[src/rtl/csg_pkg.sv]
package csg_pkg;
  typedef enum logic [1:0] {
    CS_AND  = 2'd0,
    CS_XNOR = 2'd1,
    CS_SERR = 2'd2,
    CS_RSVD = 2'd3
  } cs_mode_e;

  typedef enum logic {
    STD_PAL  = 1'b0,
    STD_NTSC = 1'b1
  } vid_std_e;
endpackage

[src/rtl/csg_rst_sync.sv]
module csg_rst_sync (
  input  logic clk_i,
  input  logic rst_ni,
  output logic rst_sync_no
);
  logic stage1_q;
  logic stage2_q;

  always_ff @(posedge clk_i or negedge rst_ni) begin
    if (!rst_ni) begin
      stage1_q <= 1'b0;
      stage2_q <= 1'b0;
    end else begin
      stage1_q <= 1'b1;
      stage2_q <= stage1_q;
    end
  end

  assign rst_sync_no = stage2_q;
endmodule

[src/rtl/csg_hcount.sv]
module csg_hcount #(
  parameter int HW = 11
) (
  input  logic          clk_i,
  input  logic          rst_ni,
  input  logic          en_i,
  input  logic [HW-1:0] last_i,
  output logic [HW-1:0] cnt_o,
  output logic          wrap_o
);
  logic [HW-1:0] cnt_q;
  logic [HW-1:0] cnt_d;

  always_comb begin
    wrap_o = en_i && (cnt_q == last_i);
    cnt_d  = cnt_q;
    if (en_i) begin
      if (cnt_q == last_i) cnt_d = '0;
      else                 cnt_d = cnt_q + 1'b1;
    end
  end

  always_ff @(posedge clk_i or negedge rst_ni) begin
    if (!rst_ni) cnt_q <= '0;
    else         cnt_q <= cnt_d;
  end

  assign cnt_o = cnt_q;

  // column stays inside the current line length
  assert_hcnt_range_R1: assert property (@(posedge clk_i) disable iff (!rst_ni)
    cnt_q <= last_i);
endmodule

[src/rtl/csg_vcount.sv]
module csg_vcount #(
  parameter int VW = 9
) (
  input  logic          clk_i,
  input  logic          rst_ni,
  input  logic          step_i,
  input  logic [VW-1:0] last_i,
  output logic [VW-1:0] cnt_o,
  output logic          wrap_o
);
  logic [VW-1:0] cnt_q;
  logic [VW-1:0] cnt_d;

  always_comb begin
    wrap_o = step_i && (cnt_q == last_i);
    cnt_d  = cnt_q;
    if (step_i) begin
      if (cnt_q == last_i) cnt_d = '0;
      else                 cnt_d = cnt_q + 1'b1;
    end
  end

  always_ff @(posedge clk_i or negedge rst_ni) begin
    if (!rst_ni) cnt_q <= '0;
    else         cnt_q <= cnt_d;
  end

  assign cnt_o = cnt_q;

  // line holds between column wraps
  assert_vcnt_hold_R2: assert property (@(posedge clk_i) disable iff (!rst_ni)
    !step_i |=> $stable(cnt_q));
  // line steps by one at a column wrap that is not the frame end
  assert_vcnt_step_R2: assert property (@(posedge clk_i) disable iff (!rst_ni)
    (step_i && cnt_q != last_i) |=> (cnt_q == $past(cnt_q) + 1'b1));
  // line returns to zero after the last line
  assert_vcnt_wrap_R2: assert property (@(posedge clk_i) disable iff (!rst_ni)
    (step_i && cnt_q == last_i) |=> (cnt_q == '0));
endmodule

[src/rtl/csg_decode.sv]
module csg_decode
  import csg_pkg::*;
#(
  parameter int HW          = 11,
  parameter int VW          = 9,
  parameter int HSYNC_CLKS  = 113,
  parameter int EQ_CLKS     = 56,
  parameter int EQ_LINES    = 3,
  parameter int VS_LINES    = 3,
  parameter int H_ACT_START = 260,
  parameter int H_ACT_CLKS  = 1248,
  parameter int V_ACT_START = 24,
  parameter int V_ACT_LINES = 230
) (
  input  logic [HW-1:0] hcnt_i,
  input  logic [VW-1:0] vcnt_i,
  input  logic [HW-1:0] hlast_i,
  input  logic [1:0]    mode_i,
  output logic          hs_no,
  output logic          vs_no,
  output logic          cs_no,
  output logic          act_o
);
  localparam int XW = HW + 1;
  localparam logic [XW-1:0] HSW  = XW'(HSYNC_CLKS);
  localparam logic [XW-1:0] EQW  = XW'(EQ_CLKS);
  localparam logic [XW-1:0] HA0  = XW'(H_ACT_START);
  localparam logic [XW-1:0] HA1  = XW'(H_ACT_START + H_ACT_CLKS);
  localparam logic [VW-1:0] VS0  = VW'(EQ_LINES);
  localparam logic [VW-1:0] VS1  = VW'(EQ_LINES + VS_LINES);
  localparam logic [VW-1:0] EQ1  = VW'(2 * EQ_LINES + VS_LINES);
  localparam logic [VW-1:0] VA0  = VW'(V_ACT_START);
  localparam logic [VW-1:0] VA1  = VW'(V_ACT_START + V_ACT_LINES);

  logic [XW-1:0] hx;
  logic [XW-1:0] htot;
  logic [XW-1:0] half;
  logic          in_hs;
  logic          broad_line;
  logic          eq_line;
  logic          eq_low;
  logic          broad_low;
  cs_mode_e      mode;

  always_comb begin
    hx         = {1'b0, hcnt_i};
    htot       = {1'b0, hlast_i} + 1'b1;
    half       = htot >> 1;
    mode       = cs_mode_e'(mode_i);
    in_hs      = hx < HSW;
    broad_line = (vcnt_i >= VS0) && (vcnt_i < VS1);
    eq_line    = (vcnt_i < VS0) || ((vcnt_i >= VS1) && (vcnt_i < EQ1));
    eq_low     = (hx < EQW) || ((hx >= half) && (hx < half + EQW));
    broad_low  = (hx < half - HSW) || ((hx >= half) && (hx < htot - HSW));

    hs_no = !in_hs;
    vs_no = !broad_line;
    act_o = (hx >= HA0) && (hx < HA1) && (vcnt_i >= VA0) && (vcnt_i < VA1);

    unique case (mode)
      CS_XNOR: cs_no = !(hs_no ^ vs_no);
      CS_SERR: begin
        if (broad_line)   cs_no = !broad_low;
        else if (eq_line) cs_no = !eq_low;
        else              cs_no = hs_no;
      end
      default: cs_no = hs_no & vs_no;
    endcase
  end
endmodule

[src/rtl/csync_gen.sv]
module csync_gen
  import csg_pkg::*;
#(
  parameter int H_PAL_CLKS   = 1536,
  parameter int H_NTSC_CLKS  = 1524,
  parameter int V_PAL_LINES  = 312,
  parameter int V_NTSC_LINES = 262,
  parameter int HSYNC_CLKS   = 113,
  parameter int EQ_CLKS      = 56,
  parameter int EQ_LINES     = 3,
  parameter int VS_LINES     = 3,
  parameter int H_ACT_START  = 260,
  parameter int H_ACT_CLKS   = 1248,
  parameter int V_ACT_START  = 24,
  parameter int V_ACT_LINES  = 230,
  localparam int HW = $clog2((H_PAL_CLKS > H_NTSC_CLKS) ? H_PAL_CLKS : H_NTSC_CLKS),
  localparam int VW = $clog2((V_PAL_LINES > V_NTSC_LINES) ? V_PAL_LINES : V_NTSC_LINES)
) (
  input  logic          clk_i,
  input  logic          rst_ni,
  input  logic          std_sel_i,
  input  logic [1:0]    cs_mode_i,
  output logic          hsync_no,
  output logic          vsync_no,
  output logic          csync_no,
  output logic          active_o,
  output logic [HW-1:0] x_o,
  output logic [VW-1:0] y_o
);
  localparam logic [HW-1:0] HLAST_PAL  = HW'(H_PAL_CLKS - 1);
  localparam logic [HW-1:0] HLAST_NTSC = HW'(H_NTSC_CLKS - 1);
  localparam logic [VW-1:0] VLAST_PAL  = VW'(V_PAL_LINES - 1);
  localparam logic [VW-1:0] VLAST_NTSC = VW'(V_NTSC_LINES - 1);

  logic          rst_sync_n;
  logic          run;
  vid_std_e      std_q, std_d;
  logic [HW-1:0] hlast;
  logic [VW-1:0] vlast;
  logic [HW-1:0] hcnt;
  logic [VW-1:0] vcnt;
  logic          hwrap;
  logic          fwrap;
  logic          hs_n, vs_n, cs_n, act;

  csg_rst_sync u_rst (
    .clk_i       (clk_i),
    .rst_ni      (rst_ni),
    .rst_sync_no (rst_sync_n)
  );

  assign run   = 1'b1;
  assign hlast = (std_q == STD_NTSC) ? HLAST_NTSC : HLAST_PAL;
  assign vlast = (std_q == STD_NTSC) ? VLAST_NTSC : VLAST_PAL;

  csg_hcount #(.HW(HW)) u_hcnt (
    .clk_i  (clk_i),
    .rst_ni (rst_sync_n),
    .en_i   (run),
    .last_i (hlast),
    .cnt_o  (hcnt),
    .wrap_o (hwrap)
  );

  csg_vcount #(.VW(VW)) u_vcnt (
    .clk_i  (clk_i),
    .rst_ni (rst_sync_n),
    .step_i (hwrap),
    .last_i (vlast),
    .cnt_o  (vcnt),
    .wrap_o (fwrap)
  );

  // standard latch: loads only on the final clock of a frame
  always_comb begin
    std_d = std_q;
    if (fwrap) std_d = vid_std_e'(std_sel_i);
  end

  always_ff @(posedge clk_i or negedge rst_sync_n) begin
    if (!rst_sync_n) std_q <= STD_PAL;
    else             std_q <= std_d;
  end

  csg_decode #(
    .HW(HW), .VW(VW), .HSYNC_CLKS(HSYNC_CLKS), .EQ_CLKS(EQ_CLKS),
    .EQ_LINES(EQ_LINES), .VS_LINES(VS_LINES),
    .H_ACT_START(H_ACT_START), .H_ACT_CLKS(H_ACT_CLKS),
    .V_ACT_START(V_ACT_START), .V_ACT_LINES(V_ACT_LINES)
  ) u_dec (
    .hcnt_i  (hcnt),
    .vcnt_i  (vcnt),
    .hlast_i (hlast),
    .mode_i  (cs_mode_i),
    .hs_no   (hs_n),
    .vs_no   (vs_n),
    .cs_no   (cs_n),
    .act_o   (act)
  );

  // aligned output stage
  always_ff @(posedge clk_i or negedge rst_sync_n) begin
    if (!rst_sync_n) begin
      hsync_no <= 1'b1;
      vsync_no <= 1'b1;
      csync_no <= 1'b1;
      active_o <= 1'b0;
      x_o      <= '0;
      y_o      <= '0;
    end else begin
      hsync_no <= hs_n;
      vsync_no <= vs_n;
      csync_no <= cs_n;
      active_o <= act;
      x_o      <= hcnt;
      y_o      <= vcnt;
    end
  end

  // the standard latch moves only at a frame boundary
  assert_std_frame_R10: assert property (@(posedge clk_i) disable iff (!rst_sync_n)
    !$stable(std_q) |-> $past(fwrap));
  // in AND mode a low frame sync forces composite sync low
  assert_and_mode_R5: assert property (@(posedge clk_i) disable iff (!rst_sync_n)
    ((($past(cs_mode_i) == 2'd0) || ($past(cs_mode_i) == 2'd3)) && !vsync_no) |-> !csync_no);
  // frame sync only inside its line window
  assert_vsync_window_R4: assert property (@(posedge clk_i) disable iff (!rst_sync_n)
    !vsync_no |-> ((y_o >= VW'(EQ_LINES)) && (y_o < VW'(EQ_LINES + VS_LINES))));
  // line sync is low at column zero
  assert_hsync_edge_R3: assert property (@(posedge clk_i) disable iff (!rst_sync_n)
    ((x_o == '0) && $past(rst_sync_n)) |-> !hsync_no);
endmodule

[config.mk]
export PLATFORM = sky130hd
export DESIGN_NAME = csync_gen
export DESIGN_NICKNAME = d
export VERILOG_FILES = /design/src/rtl/csg_pkg.sv /design/src/rtl/csg_rst_sync.sv /design/src/rtl/csg_hcount.sv /design/src/rtl/csg_vcount.sv /design/src/rtl/csg_decode.sv /design/src/rtl/csync_gen.sv
export SDC_FILE = /design/constraint.sdc
export NUM_CORES = 1
export LEC_CHECK = 0
export CAP_MARGIN = 20
export CELL_PAD_IN_SITES_DETAIL_PLACEMENT = 1
export CELL_PAD_IN_SITES_GLOBAL_PLACEMENT = 1
export CORE_ASPECT_RATIO = 0.6
export CORE_MARGIN = 8
export CORE_UTILIZATION = 39
export CTS_CLUSTER_SIZE = 12
export DETAILED_ROUTE_END_ITERATION = 10
export PLACE_DENSITY = 0.7
export SYNTH_ARGS = -nofsm -noshare
export SYNTH_HDL_FRONTEND = slang
export SYNTH_SLANG_ARGS = --single-unit
[constraint.sdc]
create_clock -name clk_i -period 1.65 [get_ports clk_i]
set_input_delay 0.2475 -clock clk_i [delete_from_list [all_inputs] [get_ports clk_i]]
set_output_delay 0.2475 -clock clk_i [all_outputs]
set_load 0.01 [all_outputs]
After elaboration in Yosys (flattened, before gate mapping)
Cells that the tools add are included.
{ "totals": {"reg_bits": 47, "wordCells": 61, "inputBits": 5} }
{ "op_classes": {"mux": 7, "eq_ne": 4, "bitwise": 2, "n_reduce_logical": 16, "n_addsub": 6, "n_lt_le_gt_ge": 15} }
{ "ops": {"columns": ["operator", "count"], "rows": [
  ["$lt A11 B12 Y1", 3],
  ["$add A11 B1 Y12 const B", 1],
  ["$add A11 B6 Y12 const B", 1],
  ["$sub A11 B7 Y12 const B", 1],
  ["$sub A12 B7 Y12 const B", 1],
  ["$add A11 B1 Y11 const B", 1],
  ["$eq A11 B11 Y1", 1],
  ["$ge A11 B11 Y1", 1],
  ["$ge A11 B9 Y1 const B", 1],
  ["$lt A11 B11 Y1 const B", 1],
  ["$lt A11 B6 Y1 const B", 1],
  ["$lt A11 B7 Y1 const B", 1],
  ["$mux W11", 1],
  ["$add A9 B1 Y9 const B", 1],
  ["$eq A9 B9 Y1", 1],
  ["$ge A9 B2 Y1 const B", 1],
  ["$ge A9 B3 Y1 const B", 1],
  ["$ge A9 B5 Y1 const B", 1],
  ["$lt A9 B2 Y1 const B", 1],
  ["$lt A9 B3 Y1 const B", 1],
  ["$lt A9 B4 Y1 const B", 1],
  ["$lt A9 B8 Y1 const B", 1],
  ["$mux W9", 1],
  ["$logic_and A1 B1 Y1", 8],
  ["other kinds (10)", 17]
]} }

Logic depth before layout (Yosys ltp)
{ "logic_depth": {"depth_word": 10, "depth_mapped": 10, "depth_no_buf": 10} }

Modules after synthesis
Synthesis repeated with hierarchy kept, for this count alone.
{ "hier_totals": {"cells_unflattened": 433, "area_unflattened_um2": 4095.2} }
{ "modules_own_cells": {"columns": ["module", "seq_area_each_um2", "cells_each", "instances", "area_per_inst_um2"], "rows": [
  ["csg_decode", 0.0, 278, 1, 2148.3],
  ["csg_hcount", 275.3, 70, 1, 680.7],
  ["csync_gen", 629.4, 29, 1, 655.6],
  ["csg_vcount", 225.2, 53, 1, 556.8],
  ["csg_rst_sync", 50.0, 3, 1, 53.8]
]} }

Least setup slack after synthesis
Ideal clock, no wire load.
{ "synth_path": {"path_type": "reg-to-reg", "startpoint": "register u_vcnt.cnt_q[6], in the netlist u_vcnt.cnt_o[6]", "endpoint": "register csync_no", "required_ns": 1.561, "period_less_slack_ns": 2.477, "stages_incl_launch_ff": 10, "t_arrival_ns": 2.388, "slack_ns": -0.827, "cell_sequence": "dfrtp_1 -> or2_1 -> or4_1 -> or2_2 -> ha_1 -> nand2b_1 -> o21ai_0 -> a21oi_1 -> o21a_1 -> a211oi_1"} }
{ "synth_via": {"elab_chain_cells": 6} }
{ "synth_lines": {"columns": ["element", "line_no", "source"], "rows": [
  ["start, declared", "csg_vcount.sv:11", "logic [VW-1:0] cnt_q;"],
  ["start signal, assigned", "csg_vcount.sv:25", "else cnt_q <= cnt_d;"],
  ["$ge A9 B2 Y1 or $lt A9 B3 Y1 (tied branches)", "csg_decode.sv:51", "broad_line = (vcnt_i >= VS0) && (vcnt_i < VS1);"],
  ["$logic_and A1 B1 Y1 *", "csg_decode.sv:51", null],
  ["$logic_not A1 Y1 *", "csg_decode.sv:57", "vs_no = !broad_line;"],
  ["net u_dec.vs_no", "csg_decode.sv:20", "output logic vs_no,"],
  ["$xor A1 B1 Y1", "csg_decode.sv:61", "CS_XNOR: cs_no = !(hs_no ^ vs_no);"],
  ["$logic_not A1 Y1", "csg_decode.sv:61", null],
  ["$pmux W1 S2 *", "csg_decode.sv:60", "unique case (mode)"],
  ["net cs_n", "csync_gen.sv:44", "logic hs_n, vs_n, cs_n, act;"],
  ["end signal, assigned", "csync_gen.sv:113", "csync_no <= cs_n;"],
  ["end, declared", "csync_gen.sv:25", "output logic csync_no,"]
]} }
The timed path passes the listed nets; every way through them passes the cells marked *.
A chain may end at the register's enable or synchronous reset.

Worst setup path after layout
{ "layout_path": {"startpoint": "register u_vcnt.cnt_q[7], in the netlist u_vcnt.cnt_o[7]", "endpoint": "register csync_no"} }
Same word-level chain as after synthesis.

==> metrics.yaml <==
detailed_place_hpwl_um: 5310
antenna_cells: 0
p_per_area_mw_per_mm2: 579
core_mm2: 0.00606
syn_area_per_cell_um2: 10.9
placed_area_mm2: 0.00318
ys_async_sr_fraction: 1.00
p_seq_frac: 0.555
synth_xor_area_frac: 0.0430
insertion_delay_ns: 0.32
hold_viol: 0
final_area_mm2: 0.00360
tns_ns: -5.76
syn_to_final_growth_pct: 49.1
drt_wl_total_um: 7870
synth.area.top_cells: "dfrtp_1 (46%), ha_1 (8.3%), dfstp_2 (3.3%)"
io_pins: 29
grt_pass1_vias: 2236
fmax_mhz: 439
whs_ns: 0.0847
regToRegEndpoint: "csync_no"
grt_first_pass_wirelength_um: 12200
fin_crit_ns: 2.28
violations: "setup timing"
hold_class: "in2async"
rrSetupSlack_ns: -0.63
die_x_um: 118
power_frac_clock: 0.420
n_fill_cell: 654
viasPerCell: 5.41
power_leakage_nw: 1.51
synth-simple-area-share: 0.184
initial_core_util: 0.398
clockRootBuffer: "clkbuf_8"
r2r_start: "u_vcnt.cnt_o[7]"
cts.sink_count: 47
gp_congestion: 0.861
pwr-share-comb: 0.025
grt_max_degree: 25
syn_nets: 243
clkTransAtPathRegs_ns: 0.09
wl_per_cell_um: 19.9
drv_slew: 0
clock_skew_ns: 0.00915
fin_nets: 331
seq_area_mm2: 0.00118
setup_slack_ns: -0.627
synth_ff_type: "dfrtp_1"
max-vdd-ir-drop_v: 0.000443
dpl.cell_count: 377
ys_warn_count: 0
synth_mux_area_frac: 0
crit_type: "reg2reg"
final_antenna_net_count: 0
grt_overflow: 0
final-setup-viol-count: 21
cp-start-kind: "flip-flop"
clockBufferDepth: 2
die_height_um: 76.9
status: "finished with violations"
syn_inst: 222
yosys.area.top_type: "dfrtp_1"
drtIter0Drc: 93
synth_top_family_by_area: "simple AND/OR/NAND/NOR gates"
layout-drive-gt1-share: 0.421
worst-r2r-cell-count: 9
synth_top_area_share: 0.456
synth-seq-cells: 47
cp_max_fo: 3
synthAdderAreaFrac: 0.0830
critPathRequiredTime_ns: 1.88
cp.arrival_ns: 2.51
p_sw_mw: 0.456
netlist_area_mm2: 0.00241
hold_buffers: 0
grt.total_usage: 0.168
max-cap-violations: 0
drcViolationCount: 0
cts_tree: "built"
h-tree-depth: 2
dieArea_mm2: 0.00904
firstDrtPassIters: 4
synth-compound-area-share: 0.139
yosysSeqAreaShare: 0.489
rsz0062_at_grt: "true"
antenna_found_initial: 0
final_cell_count_no_fill: 395
period_share: 1.38
row_count: 22
synth_edf_count: 0
via_count: 2137
p_int_mw: 1.62
power.share.switching: 0.219
critical_path.endpoint_type: "flip-flop"
cts-buffers-inserted: 5
multi_input_area_mm2: 0.00133
ys_types: 56
port_buffers: 28
final_core_util: 0.594
-- worst max-delay path, cell delays in order, from the launching register on --
cell and delay (ns):
dfrtp_1 0.39, or2_4 0.25, or4_4 0.42, or2_4 0.26, ha_4 0.21, nand2b_4 0.14
o21ai_4 0.18, a21oi_2 0.05, o21a_1 0.11, a211oi_2 0.18
-- timing repair --
| item | 4_1_cts | 5_1_grt |
|---|---|---|
| setup buffers | 7 | 7 |
| gates cloned | 0 | 0 |
| endpoints found under the hold margin | 0 | 0 |
| pin swaps | 8 | 17 |
| resized for setup | 27 | 30 |
| setup endpoints to repair | 23 | 24 |
-- flip-flops by register name (all words and copies together) (netlist names) --
register / count
csync_no: 1
active_o: 1
u_rst.rst_sync_no: 1
u_vcnt.cnt_o: 9
u_rst.stage1_q: 1
vsync_no: 1
y_o: 9
std_q: 1
hsync_no: 1
x_o: 11
u_hcnt.cnt_o: 11
-- logic make-up (layout without fill, tap and decap cells) --
group	count (synthesis)	after routing
and+or+nand+nor	76	76
AOI/OAI and AO/OA	49	49
DFF	47	47
buffers and inverters	22	111
adders and majority gates	16	16
xor gates and xnor gates	11	11
other	1	1
-- per-stage QoR --
| step | total power, mW | setup slack (ns) |
|---|---|---|
| detailed placement | 1.23 | -0.714 |
| global route | 2.16 | -0.720 |
| floorplan | 1.20 | -0.644 |
| global placement | 1.23 | -0.598 |
| finish | 2.08 | -0.627 |
| CTS | 2.11 | -0.662 |
-- power groups by stage --
stage / clock (mW) / sequential (mW) / combinational (mW)
2_1_floorplan: 0 / 1.19 / 0.00808
3_3_place_gp: 0 / 1.18 / 0.0507
3_5_place_dp: 0 / 1.18 / 0.0523
4_1_cts: 0.897 / 1.15 / 0.0536
5_1_grt: 0.941 / 1.16 / 0.0598
6_report: 0.874 / 1.15 / 0.0520
-- layout make-up --
type                    count  area share
flip-flops and latches     47       0.329
clock buffers               5      0.0191
inverters                   9      0.0101
well taps                  84      0.0292
clock inverters             3      0.0122
multi-input cells         153       0.370
repair buffers             94       0.230
-- worst max path at each step --
stage	start	endpoint	slack, ns	cells past startpoint
6_report	u_vcnt.cnt_o[7]	csync_no	-0.63	9
3_3_place_gp	u_vcnt.cnt_o[1]	csync_no	-0.60	10
5_1_grt	u_vcnt.cnt_o[0]	csync_no	-0.72	9
2_1_floorplan	u_hcnt.cnt_o[3]	csync_no	-0.64	10
4_1_cts	u_vcnt.cnt_o[6]	csync_no	-0.66	9
3_5_place_dp	u_vcnt.cnt_o[1]	csync_no	-0.71	10
-- Yosys cell counts, types with 2 or more instances --
| cell type | n |
|---|---|
| and2_1 | 2 |
| dfstp_2 | 3 |
| nand3_1 | 8 |
| a41oi_1 | 2 |
| or4_1 | 3 |
| nor2b_1 | 3 |
| nor3_1 | 9 |
| o21ai_0 | 15 |
| a311oi_1 | 2 |
| ha_1 | 16 |
| nand2_1 | 11 |
| buf_6 | 5 |
| nor4_1 | 6 |
| dfrtp_1 | 44 |
| clkbuf_8 | 2 |
| nor2_1 | 13 |
| inv_1 | 9 |
| clkbuf_1 | 4 |
| or3_1 | 2 |
| nand2b_1 | 4 |
| nand4b_1 | 3 |
| o31ai_1 | 2 |
| xnor2_1 | 8 |
| a211oi_1 | 5 |
| a21oi_1 | 8 |
| o21a_1 | 2 |
| xor2_1 | 2 |
-- placed cells by master, fill, tap and decap left out, types with 3 or more instances in the layout --
cell and instances:
dfstp_2 3, buf_4 54, clkdlybuf4s50_1 25, xnor2_1 7, ha_1 12, o21ai_0 7, nor2_1 7, o21ai_1 3
a211oi_2 3, nor2_2 4, nand3_1 8, clkbuf_8 5, a21oi_2 3, nor3_1 8, dfrtp_2 4, ha_4 3
inv_1 7, nand4b_1 3, buf_6 11, nor4_1 5, dfrtp_1 40, o21ai_2 3, or4_4 3, a211oi_1 3
nor2b_1 3, nand2_1 11, a21oi_1 5
-- routing by layer --
metal / vias up / global-route usage / share of wire
met5: - / 0 / 0
met4: 0 / 0.0648 / 0.016
met3: 12 / 0.0453 / 0.054
met2: 56 / 0.251 / 0.45
met1: 1088 / 0.228 / 0.48
li1: 981 / - / -
No activity file was read; power rests on OpenSTA's default activity.
